--- config.mk ---
export PLATFORM = sky130hd
export DESIGN_NAME = cgx_rx_decode
export DESIGN_NICKNAME = d
export VERILOG_FILES = /design/src/rtl/cgx_pkg.sv /design/src/rtl/cgx_classify.sv /design/src/rtl/cgx_track.sv /design/src/rtl/cgx_fall_reg.sv /design/src/rtl/cgx_rx_decode.sv
export SDC_FILE = /design/constraint.sdc
export NUM_CORES = 1
export LEC_CHECK = 0
export CAP_MARGIN = 10
export CELL_PAD_IN_SITES_DETAIL_PLACEMENT = 0
export CELL_PAD_IN_SITES_GLOBAL_PLACEMENT = 1
export CORE_ASPECT_RATIO = 1.4
export CORE_UTILIZATION = 41
export DETAILED_ROUTE_END_ITERATION = 16
export GPL_TIMING_DRIVEN = 0
export PLACE_DENSITY_LB_ADDON = 0.08
export SLEW_MARGIN = 20
export SYNTH_ARGS = -nofsm -noshare
export SYNTH_HDL_FRONTEND = slang
export SYNTH_SLANG_ARGS = --single-unit
--- constraint.sdc ---
create_clock -name clk -period 2.5 [get_ports clk]
set_clock_uncertainty 0.1 [all_clocks]
set_input_delay 0.75 -clock clk [delete_from_list [all_inputs] [get_ports clk]]
set_output_delay 0.75 -clock clk [all_outputs]
set_load 0.01 [all_outputs]
--- src/rtl/cgx_pkg.sv ---
package cgx_pkg;

  localparam int CG_W  = 5;
  localparam int NIB_W = 4;

  typedef enum logic [2:0] {
    CG_DATA, CG_J, CG_K, CG_T, CG_R, CG_IDLE, CG_BAD
  } cg_kind_t;

  typedef enum logic [2:0] {
    ST_WAIT, ST_GOT_J, ST_FRAME, ST_GOT_T, ST_BADSSD
  } rx_state_t;

  typedef struct packed {
    logic             dv;
    logic             er;
    logic [NIB_W-1:0] nib;
  } mii_rx_t;

  localparam logic [NIB_W-1:0] SSD_ERR_NIB = 4'b1110;

endpackage

--- src/rtl/cgx_classify.sv ---
module cgx_classify
  import cgx_pkg::*;
#(
  parameter int CW = CG_W,
  parameter int NW = NIB_W
) (
  input  logic [CW-1:0] code,
  output cg_kind_t      kind,
  output logic [NW-1:0] nib
);

  always_comb begin
    kind = CG_DATA;
    nib  = '0;
    case (code)
      5'b11110: nib = 4'h0;
      5'b01001: nib = 4'h1;
      5'b10100: nib = 4'h2;
      5'b10101: nib = 4'h3;
      5'b01010: nib = 4'h4;
      5'b01011: nib = 4'h5;
      5'b01110: nib = 4'h6;
      5'b01111: nib = 4'h7;
      5'b10010: nib = 4'h8;
      5'b10011: nib = 4'h9;
      5'b10110: nib = 4'hA;
      5'b10111: nib = 4'hB;
      5'b11010: nib = 4'hC;
      5'b11011: nib = 4'hD;
      5'b11100: nib = 4'hE;
      5'b11101: nib = 4'hF;
      5'b11000: kind = CG_J;
      5'b10001: kind = CG_K;
      5'b01101: kind = CG_T;
      5'b00111: kind = CG_R;
      5'b11111: kind = CG_IDLE;
      default:  kind = CG_BAD;
    endcase
  end

endmodule

--- src/rtl/cgx_track.sv ---
module cgx_track
  import cgx_pkg::*;
#(
  parameter int NW = NIB_W
) (
  input  logic          clk,
  input  logic          rst,
  input  logic          valid,
  input  cg_kind_t      kind,
  input  logic [NW-1:0] nib,
  output mii_rx_t       stage
);

  rx_state_t st;

  always_ff @(posedge clk) begin
    if (rst) begin
      st    <= ST_WAIT;
      stage <= '0;
    end else if (valid) begin
      case (st)
        ST_WAIT: begin
          if (kind == CG_J) begin
            st <= ST_GOT_J;  stage <= '0;
          end else if (kind == CG_IDLE) begin
            stage <= '0;
          end else begin
            st <= ST_BADSSD; stage <= '{dv: 1'b0, er: 1'b1, nib: SSD_ERR_NIB};
          end
        end
        ST_GOT_J: begin
          if (kind == CG_K) begin
            st <= ST_FRAME;  stage <= '0;
          end else begin
            st <= ST_BADSSD; stage <= '{dv: 1'b0, er: 1'b1, nib: SSD_ERR_NIB};
          end
        end
        ST_FRAME: begin
          if (kind == CG_DATA) begin
            stage <= '{dv: 1'b1, er: 1'b0, nib: nib};
          end else if (kind == CG_T) begin
            st <= ST_GOT_T;  stage <= '0;
          end else if (kind == CG_IDLE) begin
            st <= ST_WAIT;   stage <= '{dv: 1'b1, er: 1'b1, nib: '0};
          end else begin
            stage <= '{dv: 1'b1, er: 1'b1, nib: '0};
          end
        end
        ST_GOT_T: begin
          if (kind == CG_R) begin
            st <= ST_WAIT;   stage <= '0;
          end else begin
            st <= ST_FRAME;  stage <= '{dv: 1'b1, er: 1'b1, nib: '0};
          end
        end
        default: begin
          if (kind == CG_IDLE) begin
            st <= ST_WAIT;   stage <= '0;
          end else begin
            stage <= '{dv: 1'b0, er: 1'b1, nib: SSD_ERR_NIB};
          end
        end
      endcase
    end
  end


  badssd_hold_chk: assert property (@(posedge clk) disable iff (rst)
    (st == ST_BADSSD) |-> (stage.er && !stage.dv && stage.nib == SSD_ERR_NIB));


  dv_rise_chk: assert property (@(posedge clk) disable iff (rst)
    $rose(stage.dv) |-> ($past(st) == ST_FRAME || $past(st) == ST_GOT_T));


  gap_hold_chk: assert property (@(posedge clk) disable iff (rst)
    !valid |=> ($stable(stage) && $stable(st)));


  early_end_chk: assert property (@(posedge clk) disable iff (rst)
    (valid && st == ST_FRAME && kind == CG_IDLE) |=> (stage.er && stage.dv && st == ST_WAIT));

endmodule

--- src/rtl/cgx_fall_reg.sv ---
module cgx_fall_reg
  import cgx_pkg::*;
(
  input  logic    clk,
  input  logic    rst,
  input  mii_rx_t d,
  output mii_rx_t q
);

  always_ff @(negedge clk) begin
    if (rst) q <= '0;
    else     q <= d;
  end


  fall_align_chk: assert property (@(posedge clk) disable iff (rst)
    q == d);

endmodule

--- src/rtl/cgx_rx_decode.sv ---
module cgx_rx_decode
  import cgx_pkg::*;
#(
  parameter int CW = CG_W,
  parameter int NW = NIB_W
) (
  input  logic          clk,
  input  logic          rst,
  input  logic          cg_valid,
  input  logic [CW-1:0] cg_in,
  output logic [NW-1:0] rxd,
  output logic          rx_dv,
  output logic          rx_er
);

  cg_kind_t      kind;
  logic [NW-1:0] nib;
  mii_rx_t       stage;
  mii_rx_t       port_q;

  cgx_classify #(.CW(CW), .NW(NW)) u_cls (
    .code(cg_in), .kind(kind), .nib(nib)
  );

  cgx_track #(.NW(NW)) u_trk (
    .clk(clk), .rst(rst), .valid(cg_valid), .kind(kind), .nib(nib), .stage(stage)
  );

  cgx_fall_reg u_out (
    .clk(clk), .rst(rst), .d(stage), .q(port_q)
  );

  assign rxd   = port_q.nib;
  assign rx_dv = port_q.dv;
  assign rx_er = port_q.er;


  ssd_nibble_chk: assert property (@(posedge clk) disable iff (rst)
    (rx_er && !rx_dv) |-> (rxd == 4'b1110));

endmodule

==> out/results.tsv, run 1 <==
stage	metric	value	unit
run_status	status	finished with violations	
run_status	failing checks	negative setup slack	
place	port bufs	12	
worst_setup_path	reg-to-reg endpoint	u_out.q[2]	
die	Initial Util	43.4	%
run	Max Cap Violations	0	
sta	unrepaired setup endpoints after global routing	true	
detailed_routing	routed via count	828	
cells_and_area	register area	307	sq um
power	Sw Ratio	29.3	%
sta	Final Slew Violations	0	
clock_tree	CTS tree	done	
detailed_routing	Pre-antenna DRT Iters	6	
worst_setup_path	critical path cell sequence	buf_6	
power	Peak VDD IR	0.164	mV
worst_setup_path	Worst path top cell family by delay	flip-flops	
global_routing	first-pass GRT wire length	3080	um
worst_setup_path	worst r2r path cells	1	
sta	final hold violations	0	
logic_synthesis	YS warnings	0	
power	Clk pwr share	33.5	%
worst_setup_path	Slowest cell on crit path	dfxtp_2	
cells_and_area	area of the multi-input gates	490	sq um
worst_setup_path	CP bufs+invs	1	
worst_setup_path	Worst Path Arrival	2.02	ns
logic_synthesis	Synth cell types	40	
logic_synthesis	synthesized flop and latch total	15	
cells_and_area	diodes inserted	0	
worst_setup_path	R2R setup slack	0.65	ns
die	Chip Width	40.6	um
detailed_routing	Routed Wire Length	1870	um
worst_setup_path	Setup CP Type	reg -> out	
global_routing	gr usage total	19.1	%
clock_tree	clock sinks	15	
clock_tree	clock buffer depth	2	
place	RePlAce Congestion	0.799	
detailed_routing	1st-iter DRT viols	15	
die	io pins	14	
place	DP Worst Slack	-0.596	ns
power	Static Leak	0.441	nW
cells_and_area	fraction of layout cells with a size suffix above 1	22.6	%
worst_setup_path	CP endpoint kind	output port	
power	Pwr Total	0.519	mW
clock_tree	Post-CTS Hold Buffers	0	
clock_tree	Num CTS Buffers	3	
sta	Setup Viol. Count Final	6	
place	hpwl dp	1430	um
die	Die Height	56.1	um
worst_setup_path	CP Data Required Time	1.65	ns
detailed_routing	Residual DRC	0	
cells_and_area	Nets	133	
clock_tree	CTS root buffer	clkbuf_4	
clock_tree	clock-pin slew on the worst setup and hold paths	0.09	ns
logic_synthesis	Post-Syn Nets	111	
hold_path	Cells on Worst Hold Path	2	
power	register share of total power	49.6	%
power	Combinational Power Share	16.9	%
global_routing	largest net degree at the start of global routing	11	
logic_synthesis	Post-Synthesis Cells	103	
worst_setup_path	FF-to-FF Start	u_trk.stage[2]	
logic_synthesis	Post-synth EDFFs	0	
die	row count	19	
die	core box area	0.00197	sq mm
global_routing	initial antenna violation count	0	
clock_tree	htree depth	1	
detailed_routing	routed vias/inst	5.71	
global_routing	vias in the first global route	719	
detailed_routing	WL per Instance	12.9	um
sta	Rel. slew slack	72.3	%
global_routing	grt total ovfl	0	
cells_and_area	fill count	207	
power	pwr dens	488	mW/mm^2
logic_synthesis	Syn Area/Cell	8.32	sq um
cells_and_area	Area growth syn-to-layout	24.2	%
hold_path	worst hold path type	reg -> reg	
hold_path	Hold EP	u_trk.stage[5]	
clock_tree	Post-CTS Setup Bufs	0	
power	Int Pwr	0.367	mW
clock_tree	worst-skew pair later-pin latency	0.29	ns
logic_synthesis	Cell Area, Synth	857	sq um
detailed_routing	post-route ant nets	0	
worst_setup_path	Slowest Stage Delay on Critical Path	0.31	ns
die	die area	0.00228	sq mm
worst_setup_path	startpoint type of the worst setup path	flip-flop	
power	sw power	0.152	mW
logic_synthesis	register area share after synthesis	35.0	%
logic_synthesis	primary flip-flop cell chosen by synthesis mapping	dfxtp_1	
hold_path	Hold Crit Start	u_trk.stage[5]	
logic_synthesis	Post-synth ARST share	0	%
sta	PnR worst setup slack	-0.367	ns
worst_setup_path	Max FO, Critical Path	1	
sta	worst-margin pin slew	0.415	ns
[worst min-delay path, stage by stage, from the launching register on]
cell and delay [ns]:
dfxtp_1 0.32, nand2_1 0.05, a21oi_1 0.06
[through the flow]
step / area, sq um / std cells / util [%] / TNS, ns / hold slack [ns]
finish: 1060 / 145 / 54.0 / -2.14 / 0.366
global route: 1060 / 145 / 54.0 / -2.33 / 0.382
CTS: 1030 / 145 / 52.1 / -2.18 / 0.364
detailed placement: 1000 / 136 / 50.9 / -5.49 / 0.355
global placement: 1000 / 136 / 50.9 / -5.59 / 0.341
floorplan: 858 / 103 / - / 0 / 0.332
[final cells by class]
class	count	area share, %
Buffer	8	5.05
Clock inverter	6	2.12
Sequential cell	15	28.8
Timing Repair Buffer	12	11.3
Multi-Input combinational cell	74	46.1
Clock buffer	4	2.47
Tap cell	21	2.47
Inverter	5	1.76
[placed cells by master (no fill, tap or decap), types with 2 or more instances in the layout]
| cell | n |
|---|---|
| a21o_1 | 2 |
| a21oi_1 | 9 |
| a32oi_1 | 2 |
| and2b_1 | 2 |
| buf_2 | 5 |
| buf_6 | 6 |
| clkbuf_1 | 2 |
| clkbuf_4 | 3 |
| clkdlybuf4s50_1 | 5 |
| dfxtp_1 | 10 |
| dfxtp_2 | 5 |
| inv_1 | 11 |
| nand2_1 | 7 |
| nand3_1 | 6 |
| nand4_1 | 2 |
| nor2_1 | 3 |
| nor2b_1 | 8 |
| nor3_1 | 2 |
| o2111ai_1 | 3 |
| o21ai_0 | 4 |
| xnor2_1 | 3 |
[synthesized netlist by cell type (all sizes together) (3+ instances only)]
cell type / number / share of area (%)
dfxtp: 15 / 35
a21oi: 9 / 5.3
clkbuf: 3 / 1.5
buf: 5 / 3.6
nand2: 7 / 3.1
nor2b: 9 / 7.4
inv: 6 / 2.6
o21ai: 4 / 2.3
nand3: 6 / 3.5
o2111ai: 3 / 3.1
xnor2: 3 / 3.1
nor2: 4 / 2.0
[worst max-delay path by stage]
stage | start | slack, ns | end | depth (start not counted)
final | u_out.q[3] | -0.37 | rxd[3] | 1
after global routing | u_out.q[3] | -0.40 | rxd[3] | 1
after CTS | u_out.q[3] | -0.38 | rxd[3] | 1
after detailed placement | rst | -0.60 | u_out.q[4] | 3
after global placement | rst | -0.62 | u_out.q[0] | 3
after floorplan | rst | 0.07 | u_out.q[0] | 2
[per-layer routing]
layer,wire length [um],vias up,GRT usage (%)
met5,0,-,0
met4,27,0,10.0
met3,62,4,2.40
met2,948,21,29.9
met1,835,387,23.9
li1,-,416,-
[power groups by stage]
stage               combinational, mW  sequential, mW  clock, mW
global route                   0.0983           0.259      0.194
floorplan                      0.0548           0.262     0.0174
global placement               0.0867           0.261     0.0174
detailed placement             0.0872           0.261     0.0174
finish                         0.0879           0.257      0.174
CTS                            0.0850           0.256      0.177
[flip-flops by register name, indices dropped and copies added (netlist names)]
register	flops
u_trk.stage	6
u_out.q	6
u_trk.st	3
[cells by family (layout without fill, tap and decap cells)]
kind of cell,Yosys count,after routing,share of synthesized area [%]
compound gates,30,30,25.3
xor+xnor,3,3,3.07
buf+inv,14,35,7.74
flops,15,15,35.0
simple gates,41,41,28.9
[timing repair]
action / CTS / global route
resized for setup: 27 / 10
endpoints found under the setup margin: 10 / 6
pin swaps: 0 / 0
Power figures use the tool's default switching activity.
==> run 2, diff against run 1 <==
- CORE_UTILIZATION: 41 -> 43
- CTS_BUF_LIST: not set -> sky130_fd_sc_hd__clkbuf_4 sky130_fd_sc_hd__clkbuf_8
- CTS_CLUSTER_SIZE: not set -> 28
==> out/results.tsv, run 2 (synthesized netlist as in run 1, its figures left out) <==
stage	metric	value	unit	change
detailed_routing	Residual DRC	0		unchanged
cells_and_area	final cell count without fillers	144		-0.69%
worst_setup_path	worst r2r path cells	1		unchanged
power	Combinational Power Share	16.8	%	about the same
power	Peak VDD IR	0.159	mV	-3.0%
global_routing	first-pass GRT wire length	3190	um	+3.8%
cells_and_area	fraction of layout cells with a size suffix above 1	23.4	%	+0.81 points
sta	unrepaired setup endpoints after global routing	true		
clock_tree	CTS root buffer	clkbuf_4		
sta	PnR worst setup slack	-0.352	ns	+0.0148 ns
cells_and_area	Area growth syn-to-layout	24.5	%	
global_routing	GR Util met3	1.22	%	-1.2 points
global_routing	largest net degree at the start of global routing	11		unchanged
clock_tree	Post-CTS Hold Buffers	0		unchanged
sta	worst-margin pin slew	0.430	ns	+0.0150 ns
detailed_routing	WL per Instance	13.1	um	+1.2%
clock_tree	Num CTS Buffers	3		unchanged
hold_path	worst hold path type	reg -> reg		
cells_and_area	most common cell after layout, fill and taps aside	inv_1		
die	core box area	0.00182	sq mm	-7.5%
clock_tree	clock sinks	15		unchanged
worst_setup_path	startpoint type of the worst setup path	flip-flop		
sta	Final Slew Violations	0		unchanged
worst_setup_path	Setup CP Type	reg -> out		
sta	setup total negative slack	-2.08	ns	+0.0519 ns
power	register share of total power	49.2	%	-0.4 points
worst_setup_path	CP Launch Point	u_out.q[1]		
die	Die Height	54.8	um	-2.3%
place	placed inst area	0.00100	sq mm	-0.12%
detailed_routing	routed via count	821		-0.85%
worst_setup_path	FF-to-FF Start	u_trk.stage[2]		
place	port bufs	12		unchanged
global_routing	grt peak-use layer	met2		
run_status	failing checks	negative setup slack		
worst_setup_path	Worst Path Arrival	2.00	ns	-0.02 ns
die	Initial Util	47.0	%	+3.5 points
die	io pins	14		unchanged
sta	Rel. slew slack	71.3	%	-1.0 points
global_routing	gr usage total	21.2	%	+2.1 points
cells_and_area	commonest non-fill, non-tap cells in the layout	inv_1, dfxtp_1, a21oi_1		
power	Sw Ratio	27.8	%	-1.5 points
die	Chip Width	39.7	um	-2.2%
power	pwr dens	492	mW/mm^2	+0.88%
clock_tree	CTS tree	done		
worst_setup_path	Worst path top cell family by delay	flip-flops		
worst_setup_path	CP bufs+invs	1		unchanged
cells_and_area	Nets	133		unchanged
worst_setup_path	Setup crit end	rxd[1]		
global_routing	vias in the first global route	763		+6.1%
cells_and_area	diodes inserted	0		unchanged
global_routing	GRT met1 Usage	24.4	%	+0.50 points
power	Int Pwr	0.379	mW	+3.2%
place	hpwl dp	1440	um	+1.0%
cells_and_area	post-route cell area	0.00107	sq mm	+0.23%
worst_setup_path	critical path depth	1		unchanged
sta	final hold violations	0		unchanged
sta	Setup Viol. Count Final	6		unchanged
run_status	status	finished with violations		
detailed_routing	1st-iter DRT viols	19		+4
detailed_routing	routed vias/inst	5.70		-0.16%
power	sw power	0.146	mW	-4.0%
worst_setup_path	Max FO, Critical Path	1		unchanged
global_routing	GR Layer Usage met2	39.6	%	+9.7 points
worst_setup_path	CP endpoint kind	output port		
power	Clk pwr share	34.0	%	+0.5 points
clock_tree	clock-pin slew on the worst setup and hold paths	0.08	ns	about the same
run	Max Cap Violations	0		unchanged
cells_and_area	final core occ	58.5	%	+4.5 points
clock_tree	htree depth	1		unchanged
global_routing	grt total ovfl	0		unchanged
detailed_routing	Pre-antenna DRT Iters	6		unchanged
clock_tree	Post-CTS Setup Bufs	0		unchanged
global_routing	initial antenna violation count	0		unchanged
place	Placed Instances	135		-0.74%
detailed_routing	post-route ant nets	0		unchanged
worst_setup_path	R2R setup slack	0.65	ns	about the same
clock_tree	clock buffer depth	2		unchanged
sta	Hold Slack	0.358	ns	-0.00762 ns
worst_setup_path	CP Data Required Time	1.65	ns	about the same
die	row count	18		-1
power	Static Leak	0.444	nW	+0.84%
worst_setup_path	critical path cell sequence	buf_6		
worst_setup_path	Slowest Stage Delay on Critical Path	0.31	ns	about the same
worst_setup_path	reg-to-reg endpoint	u_out.q[2]		
place	RePlAce Congestion	0.880		+10%
die	die area	0.00218	sq mm	-4.5%
cells_and_area	biggest regs	u_out.q: 6 flops, u_trk.stage: 6 flops, u_trk.st: 3 flops		
detailed_routing	Routed Wire Length	1880	um	+0.53%
worst_setup_path	Slowest cell on crit path	dfxtp_2		
clock_tree	worst-skew pair later-pin latency	0.28	ns	about the same
[run 2: cell counts in the layout (fill, tap and decap cells not counted)]
No cell type changed its count.
[run 2: metal layers]
layer / part of all wire, % / vias up
met5: 0 / -
met1: 43 / 380
li1: - / 416
met2: 52 / 21
met3: 3.1 / 4
met4: 1.7 / 0
[run 2: worst min path at each step]
stage / start / end / slack [ns] / depth (start not counted)
floorplan: u_trk.stage[5] / u_trk.stage[5] / 0.33 / 2
global route: u_trk.stage[0] / u_trk.stage[0] / 0.39 / 2
global placement: u_trk.stage[5] / u_trk.stage[5] / 0.34 / 2
finish: u_trk.stage[5] / u_trk.stage[5] / 0.36 / 2
detailed placement: u_trk.stage[5] / u_trk.stage[5] / 0.35 / 2
CTS: u_trk.stage[5] / u_trk.stage[5] / 0.36 / 2
[run 2: what timing repair did]
action | CTS | global route
pin swaps | 0 | 0
gates resized for setup | 29 | 8
endpoints found under the setup margin | 10 | 6
endpoints found under the hold margin | 0 | 0
[run 2: area by class of cell]
type | count | area (sq um)
inverter | 5 | 18.8
tap | 20 | 25.0
timing repair buffer | 12 | 120
clock inverter | 6 | 22.5
multi-input combinational | 74 | 490
buffer | 8 | 53.8
fill | 191 | 757
clock buffer | 4 | 30.0
sequential | 15 | 307
[run 2: power by group through the flow]
stage                     registers [mW]  clock network, mW  logic (mW)
after global routing               0.260              0.200      0.0986
after detailed placement           0.261             0.0174      0.0866
after floorplan                    0.262             0.0174      0.0548
after global placement             0.261             0.0174      0.0864
after CTS                          0.257              0.180      0.0853
final                              0.258              0.178      0.0884
[run 2: through the flow]
| step | total power, mW | setup slack, ns |
|---|---|---|
| after floorplan | 0.334 | 0.0691 |
| after global placement | 0.365 | -0.619 |
| after detailed placement | 0.365 | -0.609 |
| after CTS | 0.522 | -0.360 |
| after global routing | 0.558 | -0.389 |
| final | 0.525 | -0.352 |
==> run 3, diff against run 2 <==
- CORE_UTILIZATION: 43 -> 45
- SYNTH_HIERARCHICAL: not set -> 1
==> out/results.tsv, run 3 <==
stage	metric	value	unit	change
clock_tree	htree depth	1		unchanged
logic_synthesis	synth top area cells	dfxtp_1, nor2b_1, xnor2_1		
global_routing	first-pass GRT wire length	3770	um	+18%
run_status	failing checks	negative setup slack		
logic_synthesis	Post-synth EDFFs	0		unchanged
detailed_routing	WL per Instance	13.8	um	+5.6%
hold_path	worst hold path type	reg -> reg		
sta	PnR worst setup slack	-0.348	ns	+0.00444 ns
logic_synthesis	Synth cell types	42		+5.0%
clock_tree	CTS root buffer	clkbuf_4		
worst_setup_path	CP Data Required Time	1.65	ns	about the same
place	placed inst area	0.00114	sq mm	+14%
worst_setup_path	critical path depth	1		unchanged
sta	Rel. slew slack	67.7	%	-3.6 points
place	DP Worst Slack	-0.719	ns	-0.110 ns
run_status	status	finished with violations		
global_routing	initial antenna violation count	0		unchanged
logic_synthesis	Cell Area, Synth	978	sq um	+14%
cells_and_area	Nets	160		+20%
worst_setup_path	CP Launch Point	u_out/q[2]		
worst_setup_path	FF-to-FF Start	u_trk/stage[4]		
logic_synthesis	primary flip-flop cell chosen by synthesis mapping	dfxtp_1		
place	port bufs	12		unchanged
global_routing	grt total ovfl	0		unchanged
logic_synthesis	Post-synth ARST share	0	%	unchanged
global_routing	gr usage total	19.8	%	-1.4 points
detailed_routing	Residual DRC	0		unchanged
die	Chip Width	41.4	um	+4.2%
die	row count	19		+1
logic_synthesis	YS warnings	6		+6
power	Static Leak	0.586	nW	+32%
logic_synthesis	largest area contributor in the netlist	dfxtp_1		
clock_tree	clock sinks	15		unchanged
worst_setup_path	Setup CP Type	reg -> out		
die	die area	0.00237	sq mm	+8.7%
run	Max Cap Violations	0		unchanged
logic_synthesis	share of the synthesized area in the top cell type	30.7	%	-4.3 points
logic_synthesis	register area share after synthesis	30.7	%	-4.3 points
clock_tree	clock buffer depth	2		unchanged
logic_synthesis	synth cell count leaders	dfxtp_1, nor2b_1, nor2_1, o21ai_0, xnor2_1		
worst_setup_path	startpoint type of the worst setup path	flip-flop		
logic_synthesis	synthesized flop and latch total	15		unchanged
logic_synthesis	most common cell in the synthesized netlist	dfxtp_1		
cells_and_area	most common cell after layout, fill and taps aside	buf_4		
sta	Setup Viol. Count Final	6		unchanged
power	sw power	0.173	mW	+19%
die	Die Height	57.2	um	+4.3%
power	Clk pwr share	30.4	%	-3.6 points
power	register share of total power	42.9	%	-6.3 points
sta	final hold violations	0		unchanged
detailed_routing	routed via count	959		+17%
worst_setup_path	CP endpoint kind	output port		
worst_setup_path	Slowest cell on crit path	dfxtp_1		
die	io pins	14		unchanged
power	Combinational Power Share	26.7	%	+9.9 points
worst_setup_path	Max FO, Critical Path	1		unchanged
cells_and_area	Area growth syn-to-layout	39.4	%	
power	Peak VDD IR	0.217	mV	+37%
clock_tree	Num CTS Buffers	3		unchanged
global_routing	vias in the first global route	894		+17%
clock_tree	clock-pin slew on the worst setup and hold paths	0.09	ns	about the same
hold_path	Cells on Worst Hold Path	2		unchanged
detailed_routing	1st-iter DRT viols	22		+3
logic_synthesis	Syn Area/Cell	8.43	sq um	+1.4%
logic_synthesis	Post-Syn Nets	124		+12%
place	RePlAce Congestion	0.783		-11%
place	hpwl dp	1510	um	+4.6%
worst_setup_path	CP bufs+invs	1		unchanged
detailed_routing	post-route ant nets	0		unchanged
cells_and_area	fraction of layout cells with a size suffix above 1	38.4	%	+15 points
power	Sw Ratio	29.4	%	+1.6 points
worst_setup_path	critical path cell sequence	buf_2		
die	core box area	0.00200	sq mm	+9.5%
worst_setup_path	Slowest Stage Delay on Critical Path	0.30	ns	about the same
detailed_routing	routed vias/inst	5.58		-2.2%
die	Initial Util	49.0	%	+2.0 points
detailed_routing	Routed Wire Length	2380	um	+26%
cells_and_area	post-route cell area	0.00136	sq mm	+28%
place	Placed Instances	149		+10%
sta	unrepaired setup endpoints after global routing	true		
logic_synthesis	Post-Synthesis Cells	116		+13%
detailed_routing	Pre-antenna DRT Iters	4		-2
sta	setup total negative slack	-2.06	ns	+0.0219 ns
clock_tree	CTS tree	done		
hold_path	Hold Crit Start	u_trk/stage[5]		
cells_and_area	fill count	179		-6.3%
power	pwr dens	432	mW/mm^2	-12%
global_routing	largest net degree at the start of global routing	14		+3
sta	worst-margin pin slew	0.485	ns	+0.0555 ns
cells_and_area	biggest regs	u_out/q: 6 flops, u_trk/stage: 6 flops, u_trk/st: 3 flops		
power	Int Pwr	0.416	mW	+9.8%
sta	Final Slew Violations	0		unchanged
worst_setup_path	Worst path top cell family by delay	flip-flops		
worst_setup_path	Worst Path Arrival	2.00	ns	about the same
cells_and_area	commonest non-fill, non-tap cells in the layout	buf_4, dfxtp_1, nor2b_1		
worst_setup_path	worst r2r path cells	1		unchanged
clock_tree	worst-skew pair later-pin latency	0.28	ns	about the same
cells_and_area	final cell count without fillers	172		+19%
cells_and_area	diodes inserted	0		unchanged
==> run 3: cell count changes after synthesis, sizes merged, moves of 3 or more <==
cell | before | now
nor2 | 4 | 8
a2111oi | 0 | 3
a21oi | 9 | 5
xnor2 | 3 | 6
and2 | 0 | 4
o21ai | 4 | 8
buf | 5 | 8
nand3 | 6 | 2
==> run 3: layer usage <==
layer / GRT usage (%) / routed length, um / up-vias
met5: 0 / 0 / -
met4: 8.29 / 21 / 0
met3: 1.27 / 77 / 2
met2: 37.5 / 1330 / 26
met1: 22.4 / 944 / 444
li1: - / - / 487
==> run 3: final timing paths <==
| check | end | slack [ns] |
|---|---|---|
| hold / removal | u_trk/stage[5] | 0.37 |
| setup reg to reg | u_out/q[4] | 0.64 |
| hold reg to reg | u_trk/stage[5] | 0.37 |
| setup / recovery | rxd[2] | -0.35 |
==> run 3: final cells by class <==
type                       count  area (sq um)  share of cell area, %
timing repair buffer          26           185                   13.6
clock inverter                 6          22.5                   1.65
sequential                    15           300                   22.0
multi-input combinational     87           692                   50.7
buffer                        10          96.3                   7.06
tap                           21          26.3                   1.93
clock buffer                   4          30.0                   2.20
inverter                       3          11.3                  0.826
==> run 3: cell families (layout without fill, tap and decap cells) <==
| group | after synthesis | after routing | share of synthesized area, % |
|---|---|---|---|
| AO/OA/AOI/OAI | 30 | 30 | 23.0 |
| XOR/XNOR | 6 | 6 | 5.37 |
| buffers and inverters | 14 | 49 | 7.93 |
| flip-flops | 15 | 15 | 30.7 |
| AND/OR/NAND/NOR | 51 | 51 | 33.0 |
==> run 3: power by group through the flow <==
| stage | sequential, mW | clock [mW] | combinational (mW) |
|---|---|---|---|
| CTS | 0.253 | 0.185 | 0.132 |
| global placement | 0.257 | 0.0174 | 0.115 |
| global route | 0.254 | 0.201 | 0.170 |
| floorplan | 0.259 | 0.0174 | 0.0801 |
| finish | 0.253 | 0.179 | 0.158 |
| detailed placement | 0.258 | 0.0174 | 0.118 |
==> run 3: stage by stage <==
step	power [mW]	hold slack (ns)	utilization (%)
after floorplan	0.356	0.329	-
after global placement	0.390	0.347	57.1
after detailed placement	0.393	0.350	57.1
after CTS	0.570	0.363	63.2
after global routing	0.624	0.395	68.3
final	0.590	0.366	68.3
==> run 3: repair_timing <==
action                     in CTS  in global routing
pin swaps                       7                  8
buffers inserted                8                  6
hold buffers                    0                  0
setup endpoints to repair      21                 17
gates resized for setup        54                 22
